**config.mk**
```make
export PLATFORM = sky130hd
export DESIGN_NAME = ptlb_top
export DESIGN_NICKNAME = d
export VERILOG_FILES = /design/src/rtl/ptlb_pkg.sv /design/src/rtl/ptlb_rand.sv /design/src/rtl/ptlb_array.sv /design/src/rtl/ptlb_match.sv /design/src/rtl/ptlb_top.sv
export SDC_FILE = /design/constraint.sdc
export NUM_CORES = 2
export LEC_CHECK = 0
export ABC_AREA = 0
export BUFFER_PORTS_ARGS = -buffer_cell sky130_fd_sc_hd__buf_2
export CAP_MARGIN = 20
export CORE_MARGIN = 3
export CORE_UTILIZATION = 63
export CTS_CLUSTER_SIZE = 16
export DETAILED_ROUTE_END_ITERATION = 12
export MAX_ROUTING_LAYER = met4
export PLACE_DENSITY_LB_ADDON = 0.12
export SKIP_LAST_GASP = 1
export SYNTH_ARGS = -nofsm -noshare
export SYNTH_HDL_FRONTEND = slang
export SYNTH_SLANG_ARGS = --single-unit
export TNS_END_PERCENT = 50
```
**constraint.sdc**
```tcl
create_clock -name clk -period 4.8 [get_ports clk]
set_input_delay 0 -clock clk [delete_from_list [all_inputs] [get_ports clk]]
set_output_delay 0 -clock clk [all_outputs]
set_load 0.01 [all_outputs]
```
**src/rtl/ptlb_pkg.sv**
```systemverilog
package ptlb_pkg;
  localparam int VPN_W  = 19;
  localparam int ASID_W = 8;
  localparam int PFN_W  = 20;

  typedef enum logic [1:0] {EXC_NONE = 2'd0, EXC_REFILL = 2'd1, EXC_INVALID = 2'd2, EXC_MODIFIED = 2'd3} exc_e;
  typedef enum logic [1:0] {ACC_LOAD = 2'd0, ACC_STORE = 2'd1, ACC_FETCH = 2'd2} acc_e;

  typedef struct packed {
    logic             rd_inh;
    logic             ex_inh;
    logic [PFN_W-1:0] pfn;
    logic [2:0]       attr;
    logic             dirty;
    logic             valid;
  } page_t;

  typedef struct packed {
    logic [VPN_W-1:0]  vpn2;
    logic [ASID_W-1:0] asid;
    logic              glob;
    page_t             pg0;
    page_t             pg1;
  } entry_t;

  function automatic page_t lo_to_page(input logic [31:0] w);
    page_t p;
    p.rd_inh = w[31];
    p.ex_inh = w[30];
    p.pfn    = w[25:6];
    p.attr   = w[5:3];
    p.dirty  = w[2];
    p.valid  = w[1];
    return p;
  endfunction

  function automatic logic [31:0] page_to_lo(input page_t p, input logic g);
    return {p.rd_inh, p.ex_inh, 4'b0000, p.pfn, p.attr, p.dirty, p.valid, g};
  endfunction

  function automatic logic [1:0] page_check(input page_t p, input logic [1:0] acc);
    if (!p.valid || (acc == ACC_LOAD && p.rd_inh) || (acc == ACC_FETCH && p.ex_inh))
      return EXC_INVALID;
    if (acc == ACC_STORE && !p.dirty)
      return EXC_MODIFIED;
    return EXC_NONE;
  endfunction
endpackage

```
**src/rtl/ptlb_rand.sv**
```systemverilog
module ptlb_rand #(
  parameter int IDX_W = 4
) (
  input  logic             clk,
  input  logic             rst_n,
  output logic [IDX_W-1:0] rnd
);
  always_ff @(posedge clk) begin
    if (!rst_n) rnd <= '0;
    else        rnd <= rnd + 1'b1;
  end
endmodule

```
**src/rtl/ptlb_array.sv**
```systemverilog
module ptlb_array
  import ptlb_pkg::*;
#(
  parameter int N     = 16,
  parameter int IDX_W = $clog2(N)
) (
  input  logic             clk,
  input  logic             rst_n,
  input  logic             we,
  input  logic [IDX_W-1:0] widx,
  input  entry_t           wentry,
  output entry_t           ents [N]
);
  for (genvar i = 0; i < N; i++) begin : g_ent
    always_ff @(posedge clk) begin
      if (!rst_n)                           ents[i] <= '0;
      else if (we && widx == IDX_W'(i))     ents[i] <= wentry;
    end
  end
endmodule

```
**src/rtl/ptlb_match.sv**
```systemverilog
module ptlb_match
  import ptlb_pkg::*;
#(
  parameter int N = 16
) (
  input  entry_t             ents [N],
  input  logic [31:0]        vaddr,
  input  logic [ASID_W-1:0]  asid,
  input  logic [1:0]         acc,
  output logic [N-1:0]       hit_vec,
  output logic               hit_any,
  output page_t              sel_page,
  output logic [1:0]         exc,
  output logic [31:0]        paddr
);
  for (genvar i = 0; i < N; i++) begin : g_cmp
    assign hit_vec[i] = (ents[i].vpn2 == vaddr[31:13]) && (ents[i].glob || ents[i].asid == asid);
  end

  assign hit_any = |hit_vec;

  always_comb begin
    logic found;
    found    = 1'b0;
    sel_page = '0;
    for (int i = 0; i < N; i++) begin
      if (!found && hit_vec[i]) begin
        found    = 1'b1;
        sel_page = vaddr[12] ? ents[i].pg1 : ents[i].pg0;
      end
    end
  end

  always_comb begin
    if (!hit_any) exc = EXC_REFILL;
    else          exc = page_check(sel_page, acc);
    paddr = (exc == EXC_NONE) ? {sel_page.pfn, vaddr[11:0]} : 32'h0;
  end
endmodule

```
**src/rtl/ptlb_top.sv**
```systemverilog
module ptlb_top
  import ptlb_pkg::*;
#(
  parameter int N     = 16,
  parameter int IDX_W = $clog2(N)
) (
  input  logic             clk,
  input  logic             rst_n,
  input  logic             stg_lo0_we,
  input  logic             stg_lo1_we,
  input  logic             stg_hi_we,
  input  logic [31:0]      stg_wdata,
  output logic [31:0]      stg_lo0_q,
  output logic [31:0]      stg_lo1_q,
  output logic [31:0]      stg_hi_q,
  input  logic             cmd_wr_idx,
  input  logic             cmd_wr_rand,
  input  logic             cmd_rd_idx,
  input  logic [IDX_W-1:0] cmd_index,
  input  logic [31:0]      lk_vaddr,
  input  logic [7:0]       lk_asid,
  input  logic [1:0]       lk_acc,
  output logic [31:0]      lk_paddr,
  output logic [1:0]       lk_exc
);
  localparam logic [31:0] HI_MASK = 32'hFFFF_E0FF;

  logic [31:0]      lo0_r, lo1_r, hi_r;
  logic [IDX_W-1:0] rnd;
  logic             arr_we;
  logic [IDX_W-1:0] arr_idx;
  entry_t           arr_wentry;
  entry_t           ents [N];
  entry_t           rd_ent;
  logic [N-1:0]     hit_vec;
  logic             hit_any;
  page_t            sel_page;

  ptlb_rand #(.IDX_W(IDX_W)) u_rand (.clk(clk), .rst_n(rst_n), .rnd(rnd));

  assign arr_we  = cmd_wr_idx | cmd_wr_rand;
  assign arr_idx = cmd_wr_idx ? cmd_index : rnd;

  always_comb begin
    arr_wentry.vpn2 = hi_r[31:13];
    arr_wentry.asid = hi_r[7:0];
    arr_wentry.glob = lo0_r[0] & lo1_r[0];
    arr_wentry.pg0  = lo_to_page(lo0_r);
    arr_wentry.pg1  = lo_to_page(lo1_r);
  end

  ptlb_array #(.N(N), .IDX_W(IDX_W)) u_arr (
    .clk(clk), .rst_n(rst_n), .we(arr_we), .widx(arr_idx),
    .wentry(arr_wentry), .ents(ents)
  );

  assign rd_ent = ents[cmd_index];

  always_ff @(posedge clk) begin
    if (!rst_n) begin
      lo0_r <= '0;
      lo1_r <= '0;
      hi_r  <= '0;
    end else if (cmd_rd_idx) begin
      lo0_r <= page_to_lo(rd_ent.pg0, rd_ent.glob);
      lo1_r <= page_to_lo(rd_ent.pg1, rd_ent.glob);
      hi_r  <= {rd_ent.vpn2, 5'b0, rd_ent.asid};
    end else begin
      if (stg_lo0_we) lo0_r <= stg_wdata & 32'hC3FF_FFFF;
      if (stg_lo1_we) lo1_r <= stg_wdata & 32'hC3FF_FFFF;
      if (stg_hi_we)  hi_r  <= stg_wdata & HI_MASK;
    end
  end

  assign stg_lo0_q = lo0_r;
  assign stg_lo1_q = lo1_r;
  assign stg_hi_q  = hi_r;

  ptlb_match #(.N(N)) u_match (
    .ents(ents), .vaddr(lk_vaddr), .asid(lk_asid), .acc(lk_acc),
    .hit_vec(hit_vec), .hit_any(hit_any), .sel_page(sel_page),
    .exc(lk_exc), .paddr(lk_paddr)
  );
endmodule

```
==> flow_summary.toml <==
[sta]
max_freq_mhz = 203
relSlewSlack_pct = 16.1
setup_viol = 33
hold_viol = 0
rsz0062_at_grt = "yes"
max_slew.worst_pin.slew_ns = 1.26
drv_slew = 0
fin_tns_setup_ns = -3.00
hold_ws_ns = 0.106
layout_min_cycle_time_ns = 4.93
fin_skew_ns = 0.0210
setup_ws_ns = -0.134
finalCritPeriodShare_pct = 103

[worst_setup_path]
worstPathArrival_ns = 4.93
cp-end-kind = "output port"
critical_path_class = "register to output port"
cp-start-kind = "register"
required_ns = 4.80
critPathMaxFanout = 9

[final_layout]
final_cell_mix = "2,644 x nand2_1, 1,394 x dfxtp_1, 1,298 x a21boi_0, 411 x mux4_2, 388 x mux2i_1"
mostFrequentLayoutCell = "nand2_1"
utilization_pct = 69.8
seq_area_sq_um = 28000
multi_input_area_sq_um = 43800
drive_gt1_share_pct = 15.2
num-nets-final = 8360
num-fill-cells = 9302
area_delta_synth_final_pct = 9.32

[synthesis]
synthTopCellsByArea = "dfxtp_1 37%, nand2_1 13%, a21boi_0 13%"
avgSynthCellArea_sq_um = 8.81
netlist_instances = 8592
ys_ff_latch = 1399
synth_top_area_cell = "dfxtp_1"
synth_top_family_by_area = "multiplexers"
synth_xor_area_share_pct = 5.02
syn_area_sq_um = 75700
synth_edf_count = 0
synthSimpleGateAreaFrac_pct = 17.0
synth_seq_area_share_pct = 37.0
synthMuxAreaShare_pct = 18.3
ys.warnings.count = 0
synthAdderAreaFrac_pct = 0.0165
synth_top_cell_area_share_pct = 37.0
yosys_most_used_dff = "dfxtp_1"
yosysUniqueCellTypes = 78
synth_compound_area_share_pct = 16.7
async_flop_share_pct = 0

[route]
wire_per_inst_microns = 30.0
drc_errors = 0
via_count = 66856
first_pass_iters = 9
drt_wl_total_mm = 300
viasPerCell = 6.69
drt_iter0_drc = 10212
ant_nets = 0

[floorplanning]
die_height_microns = 353
io_pins = 216
core_area_sq_um = 119000
die-area_sq_um = 124000
num_rows = 126
start_util_pct = 63.8
die_width_microns = 353

[power]
leakage_nw = 29.2
irDropWorstVdd_v = 0.000378
p_per_area_nw_per_um2 = 311
power.total_mw = 25.7

[global_route]
grt_pass1_vias = 62935
grtUsageTotal_pct = 48.2
overflow = 0
grt_max_degree = 213
grt_pass1_wl_mm = 434
antenna_found_initial = 12

[place]
gp_congestion = 1.05
hpwl_mm = 193
portBuffers = 202

[cts]
cts_sinks = 1399
h-tree-depth = 4
cts-root-buf = "clkbuf_16"
cts_buffers = 149
clk_pin_slew_ns = 0.06
ctsLongestPathBuffers = 3
clk_latency_ns = 0.81
cts_tree = "yes"

[run_status]
outcome = "finished with violations"
violations = "setup timing"

[worst_hold_path]
hp-class = "input port to register"

[flow_run]
cap_violations = 0
metrics by stage:
stage / cells / cell area, sq um / worst slack [ns]
global route: 9996 / 82700 / -0.161
detailed placement: 9657 / 76800 / 0.0247
global placement: 9657 / 76800 / 0.0160
finish: 9997 / 82700 / -0.134
floorplan: 8604 / 75700 / 1.70
CTS: 9981 / 82500 / -0.0790
worst max-delay path, stage by stage, from the launching register on:
cell	delay [ns]
dfxtp_2	0.33
xor2_1	0.16
nor4_2	0.28
buf_4	0.18
nand4_1	0.42
or3_4	0.58
nand4b_1	0.19
buf_4	0.14
o22ai_1	0.07
nor4_1	0.24
o32ai_1	0.15
a221o_1	0.41
a211oi_4	0.27
buf_12	0.24
buf_12	0.13
o211a_1	0.16
buf_2	0.14
cells in the mapped netlist (18+ instances only):
cell / number
and2_1: 55
mux2_2: 66
nand4_1: 24
a211oi_1: 18
nand3_1: 25
mux2i_1: 388
o22ai_1: 62
buf_2: 48
mux4_2: 411
buf_4: 117
nor3_1: 26
xor2_1: 370
buf_1: 61
a21oi_1: 133
buf_6: 29
xnor2_1: 64
dfxtp_1: 1399
nand2_1: 2663
nor4_1: 98
a21boi_0: 1298
clkbuf_1: 723
o21ai_0: 42
nor2b_1: 99
nor2_1: 125
power breakdown:
group          switching [mW]  internal (mW)  total (mW)  leakage, nW
sequential              0.190           11.7        11.9         11.3
clock                    5.05           6.73        11.8         2.40
combinational            1.39          0.695        2.09         15.5
total                    6.63           19.1        25.7         29.2
sequential cells by signal, summed over array words and instances (netlist names):
register,count
u_arr.ents,1312
stg_lo0_q,28
stg_lo1_q,28
stg_hi_q,27
u_rand.rnd,4
final timing paths:
kind | start | to | slack, ns | cells after the start
max | u_arr.ents[813]$_SDFFE_PN0P_ | lk_paddr[22] | -0.13 | 16
min | stg_hi_we | stg_hi_q[7]$_SDFFE_PN0P_ | 0.11 | 5
max reg2reg | u_rand.rnd[3]$_SDFF_PN0_ | u_arr.ents[204]$_SDFFE_PN0P_ | 1.40 | 6
min reg2reg | u_arr.ents[4]$_SDFFE_PN0P_ | u_arr.ents[4]$_SDFFE_PN0P_ | 0.46 | 2
metal layers:
metal | wire [microns] | GRT usage [%] | share of wire [%] | up-vias
li1 | - | - | - | 28552
met1 | 116000 | 65.0 | 39 | 32469
met2 | 122000 | 65.4 | 41 | 4880
met3 | 45300 | 15.6 | 15 | 955
met4 | 16400 | 22.6 | 5.5 | 0
met5 | 0 | - | 0 | -
repair_timing:
| action | 4_1_cts | 5_1_grt |
|---|---|---|
| cloned | 1 | 1 |
| buffers inserted | 14 | 3 |
| hold buffers | 46 | 0 |
| endpoints found under the setup margin | 34 | 34 |
| pin swaps | 11 | 12 |
| endpoints found under the hold margin | 208 | 0 |
| gates resized for setup | 49 | 32 |
area by class of cell:
class	instances	share of cell area (%)
clock buffers	210	5.19
well taps	1600	2.42
clock inverters	53	0.682
diodes	12	0.0363
flip-flops and latches	1399	33.9
inverters	9	0.0408
repair buffers	496	4.79
multi-input cells	6218	53.0
cell families (layout without fill, tap and decap cells):
logic type	Yosys count	after routing
AO/OA/AOI/OAI	1729	1729
XOR/XNOR	434	434
adder cells (fa/ha/maj)	1	1
buffers and inverters	987	768
flip-flops	1399	1399
multiplexers	865	865
other	1	25
AND/OR/NAND/NOR	3176	3176
Power figures use the tool's default switching activity.
